### config.mk
export PLATFORM = sky130hd
export DESIGN_NAME = irq_prio_ctrl
export DESIGN_NICKNAME = d
export VERILOG_FILES = /design/src/rtl/irq_prio_pkg.sv /design/src/rtl/irq_setclr_reg.sv /design/src/rtl/irq_level_enc.sv /design/src/rtl/irq_prio_ctrl.sv
export SDC_FILE = /design/constraint.sdc
export NUM_CORES = 1
export LEC_CHECK = 0
export ABC_CLOCK_PERIOD_IN_PS = 3500
export BUFFER_PORTS_ARGS = -buffer_cell sky130_fd_sc_hd__clkbuf_2
export CAP_MARGIN = 5
export CORE_MARGIN = 10
export CORE_UTILIZATION = 45
export CTS_BUF_LIST = sky130_fd_sc_hd__clkbuf_8
export CTS_CLUSTER_DIAMETER = 40
export CTS_CLUSTER_SIZE = 40
export DETAILED_ROUTE_END_ITERATION = 8
export GPL_TIMING_DRIVEN = 0
export PLACE_DENSITY_LB_ADDON = 0.08
export SYNTH_ARGS = -nofsm -noshare
export SYNTH_HDL_FRONTEND = slang
export SYNTH_HIERARCHICAL = 1
export SYNTH_SLANG_ARGS = --single-unit
### constraint.sdc
create_clock -name clk -period 3.5 [get_ports clk]
set_input_delay 0 -clock clk [delete_from_list [all_inputs] [get_ports clk]]
set_output_delay 0 -clock clk [all_outputs]
set_load 0.005 [all_outputs]
### src/rtl/irq_prio_pkg.sv
package irq_prio_pkg;

    localparam int unsigned BUS_W     = 16;
    localparam int unsigned SRC_W     = 14;
    localparam int unsigned LVL_W     = 3;
    localparam int unsigned LVL_COUNT = 6;

    // request bit positions the priority groups and the fixed inputs rely on
    localparam int unsigned B_TX_EMPTY = 0;
    localparam int unsigned B_DSK_BLK  = 1;
    localparam int unsigned B_SOFT     = 2;
    localparam int unsigned B_PORTS    = 3;
    localparam int unsigned B_COPPER   = 4;
    localparam int unsigned B_VBLANK   = 5;
    localparam int unsigned B_BLITTER  = 6;
    localparam int unsigned B_AUD0     = 7;
    localparam int unsigned B_RX_FULL  = 11;
    localparam int unsigned B_DSK_SYNC = 12;
    localparam int unsigned B_EXTERNAL = 13;

    localparam logic SEL_ENABLE  = 1'b0;
    localparam logic SEL_REQUEST = 1'b1;

    // which request bits feed a given interrupt level
    function automatic logic [SRC_W-1:0] level_group(input int unsigned lvl);
        logic [SRC_W-1:0] m;
        m = '0;
        case (lvl)
            1: begin
                m[B_TX_EMPTY] = 1'b1;
                m[B_DSK_BLK]  = 1'b1;
                m[B_SOFT]     = 1'b1;
            end
            2: m[B_PORTS] = 1'b1;
            3: begin
                m[B_COPPER]  = 1'b1;
                m[B_VBLANK]  = 1'b1;
                m[B_BLITTER] = 1'b1;
            end
            4: for (int a = 0; a < 4; a++) m[B_AUD0 + a] = 1'b1;
            5: begin
                m[B_RX_FULL]  = 1'b1;
                m[B_DSK_SYNC] = 1'b1;
            end
            6: m[B_EXTERNAL] = 1'b1;
            default: m = '0;
        endcase
        return m;
    endfunction

endpackage

### src/rtl/irq_setclr_reg.sv
module irq_setclr_reg #(
    parameter int unsigned W = 15
) (
    input  logic         clk,
    input  logic         rst_n,
    input  logic         wr_hit,
    input  logic         set_mode,
    input  logic [W-1:0] wr_bits,
    input  logic [W-1:0] pulse,
    output logic [W-1:0] q,
    output logic [W-1:0] q_nxt
);

    logic [W-1:0] after_bus;

    always_comb begin
        after_bus = q;
        if (wr_hit) begin
            if (set_mode) after_bus = q | wr_bits;
            else          after_bus = q & ~wr_bits;
        end
        // peripheral pulses are merged after the bus so they win a clash
        q_nxt = after_bus | pulse;
    end

    always_ff @(posedge clk) begin
        if (!rst_n) q <= '0;
        else        q <= q_nxt;
    end

endmodule

### src/rtl/irq_level_enc.sv
module irq_level_enc
    import irq_prio_pkg::*;
(
    input  logic             master,
    input  logic [SRC_W-1:0] pend,
    output logic [LVL_W-1:0] level
);

    logic [LVL_COUNT:1] hit;

    for (genvar g = 1; g <= LVL_COUNT; g++) begin : g_grp
        assign hit[g] = |(pend & level_group(g));
    end

    always_comb begin
        level = '0;
        if (master) begin
            for (int k = 1; k <= LVL_COUNT; k++) begin
                if (hit[k]) level = LVL_W'(k);
            end
        end
    end

endmodule

### src/rtl/irq_prio_ctrl.sv
module irq_prio_ctrl
    import irq_prio_pkg::*;
#(
    parameter int unsigned DATA_W = BUS_W
) (
    input  logic              clk,
    input  logic              rst_n,
    input  logic              wr_en,
    input  logic              wr_sel,
    input  logic [DATA_W-1:0] wr_data,
    input  logic              rd_sel,
    output logic [DATA_W-1:0] rd_data,
    input  logic [SRC_W-1:0]  src_pulse,
    input  logic              timer_a_pulse,
    input  logic              timer_b_pulse,
    input  logic              line_wrap,
    output logic [LVL_W-1:0]  irq_level
);

    localparam int unsigned REG_W      = DATA_W - 1;
    localparam int unsigned MASTER_BIT = DATA_W - 2;

    logic [REG_W-1:0] en_q, en_nxt, req_q, req_nxt;
    logic [REG_W-1:0] req_pulse;
    logic [LVL_W-1:0] level_nxt;

    always_comb begin
        req_pulse                  = '0;
        req_pulse[SRC_W-1:0]       = src_pulse;
        req_pulse[B_PORTS]         = src_pulse[B_PORTS]    | timer_a_pulse;
        req_pulse[B_EXTERNAL]      = src_pulse[B_EXTERNAL] | timer_b_pulse;
        req_pulse[B_VBLANK]        = src_pulse[B_VBLANK]   | line_wrap;
    end

    irq_setclr_reg #(.W(REG_W)) u_enable (
        .clk      (clk),
        .rst_n    (rst_n),
        .wr_hit   (wr_en && (wr_sel == SEL_ENABLE)),
        .set_mode (wr_data[DATA_W-1]),
        .wr_bits  (wr_data[REG_W-1:0]),
        .pulse    ({REG_W{1'b0}}),
        .q        (en_q),
        .q_nxt    (en_nxt)
    );

    irq_setclr_reg #(.W(REG_W)) u_request (
        .clk      (clk),
        .rst_n    (rst_n),
        .wr_hit   (wr_en && (wr_sel == SEL_REQUEST)),
        .set_mode (wr_data[DATA_W-1]),
        .wr_bits  (wr_data[REG_W-1:0]),
        .pulse    (req_pulse),
        .q        (req_q),
        .q_nxt    (req_nxt)
    );

    irq_level_enc u_enc (
        .master (en_nxt[MASTER_BIT]),
        .pend   (en_nxt[SRC_W-1:0] & req_nxt[SRC_W-1:0]),
        .level  (level_nxt)
    );

    always_ff @(posedge clk) begin
        if (!rst_n) irq_level <= '0;
        else        irq_level <= level_nxt;
    end

    always_comb begin
        unique case (rd_sel)
            SEL_ENABLE:  rd_data = {1'b0, en_q};
            SEL_REQUEST: rd_data = {1'b0, req_q};
            default:     rd_data = '0;
        endcase
    end

endmodule

==> reports/results.ini <==
[status]
status = finished, final reports clean

[placed_design]
gp_congestion = 0.743
dp_hpwl_mm = 4.10
io_buffers = 54

[cts]
cts-root-buf = clkbuf_8
cts_made_buffers = 5
clkSlewWorstSetupHoldPaths_ns = 0.07
clk_latency_ns = 0.28
cts_max_level = 2
clockBufferDepth = 2
clkSinkCount = 33
tritoncts = built

[critical_path]
startpoint_type = input pin
reg2reg_slack_ns = 1.62
timing.rr.end = irq_level[2]
r2r-start = u_enable/q[8]
worst_ep_arrival_time_ns = 2.10
crit_fanout = 10
path_class = in -> reg
required_ns = 3.68
startpoint = wr_en
endpoint_kind = flop
r2r_cells = 7

[layout]
drive_above_1_share_pct = 29.5
ff_latch_area_um2 = 661
multi_input_area_mm2 = 0.00141
nNetsFinal = 357
final_util_pct = 61.6
area_growth_syn_to_layout_pct = 31.3
mostFrequentLayoutCells = clkbuf_2 (54), dfxtp_1 (33), conb_1 (32), a21boi_0 (30), o31a_1 (30)
nFillCells = 391
diodes = 0
final_common_cell = clkbuf_2

[grt]
grt_use_met2_pct = 23.5
grtUsageMet1_pct = 18.4
grt_pass1_wl_mm = 9.01
grtUsageMet3_pct = 4.27
antenna_found_initial = 0
busiest_layer = met2
grt_max_degree = 16
grt_usage_pct = 14.6
first_global_vias = 1929
grt_overflow_total = 0

[floorplan]
die_area_mm2 = 0.00771
ioPinCount = 57
start_util_pct = 46.9
core_region_area_mm2 = 0.00441
num_rows = 24
fp.dieH_um = 87.8
dieWidth_um = 87.8

[sta]
setup_violations = 0
tightestPinTransition_ns = 0.611
fin_skew_ns = 0.00528
finalHoldViolCount = 0
slew_headroom_pct = 59.3
setup_tns_ns = 0
fmaxAchievable_ghz = 0.522
period_share_pct = 54.7
min_period_ns = 1.92
drv_slew = 0
rsz0062_at_grt = false

[drt]
wl_per_cell_um = 15.1
ant_nets = 0
drt_wl_total_mm = 5.61
drt-vias-per-instance = 5.23
num_vias = 1939
drtIter0Drc = 78
drc = 0
drtPass1Iterations = 4

[power_and_ir_drop]
p_per_area_mw_per_mm2 = 344
leakage_nw = 1.33
ir_worst_vdd_uv = 199

[run]
max_cap_viol_count = 0

[synthesis]
syn_inst = 216
ys_warn_count = 6
post_synth.cell_area_avg_um2 = 9.59
synth_area_mm2 = 0.00207

[min_path]
hold_end = u_request/q[13]
hold_depth = 3
hold_path.class = in -> reg
hp-start = src_pulse[13]

-- report_power, final --
group          switching (mW)  total [mW]  internal [mW]
Clock                   0.134       0.287          0.153
Combinational           0.102       0.231          0.129
Sequential             0.0116       0.416          0.405
Total                   0.248       0.934          0.687
-- what timing repair did --
item	in CTS	in global routing
hold buffers	11	0
resized for setup	0	0
hold endpoints to repair	11	0
buffers inserted	0	0
-- final cells by class --
| type | count | share of cell area, % |
|---|---|---|
| inverters | 1 | 0.138 |
| well taps | 52 | 2.39 |
| clock inverters | 1 | 0.138 |
| multi-input cells | 200 | 51.9 |
| clock buffers | 6 | 3.04 |
| plain buffers | 13 | 4.10 |
| flip-flops and latches | 33 | 24.3 |
| repair buffers | 65 | 14.0 |
-- state kept, by name, summed over array words and instances, names as in the netlist --
signal	cells
u_request/q	15
u_enable/q	15
irq_level	3
-- how the worst max path moves through the flow --
stage | to | slack, ns
floorplan | irq_level[1] | 1.68
global placement | irq_level[2] | 1.31
detailed placement | irq_level[2] | 1.27
CTS | irq_level[2] | 1.57
global route | irq_level[2] | 1.41
finish | irq_level[2] | 1.58
-- worst max-delay path, stage by stage --
cell,delay [ns]
clkbuf_2,0.08
nor2b_1,0.25
buf_2,0.28
a21boi_0,0.14
or3_1,0.32
and2_1,0.16
nor4_1,0.41
nand2_1,0.14
o21a_1,0.19
and2_1,0.12
-- through the flow --
stage | area, µm² | hold WS, ns | setup WS, ns | power (mW) | cells
CTS | 2720 | 0.0354 | 1.57 | 0.944 | 371
detailed placement | 2520 | 0.240 | 1.27 | 0.647 | 353
global placement | 2520 | 0.239 | 1.31 | 0.645 | 353
global route | 2720 | 0.0600 | 1.41 | 0.991 | 371
finish | 2720 | 0.0380 | 1.58 | 0.934 | 371
floorplan | 2190 | 0.122 | 1.68 | 0.566 | 247
-- per-layer routing --
metal / part of all wire, % / vias up
met3: 7.8 / 5
met1: 44 / 886
met5: 0 / -
met2: 47 / 51
li1: - / 997
met4: 0.91 / 0
Power figures use the tool's default switching activity.
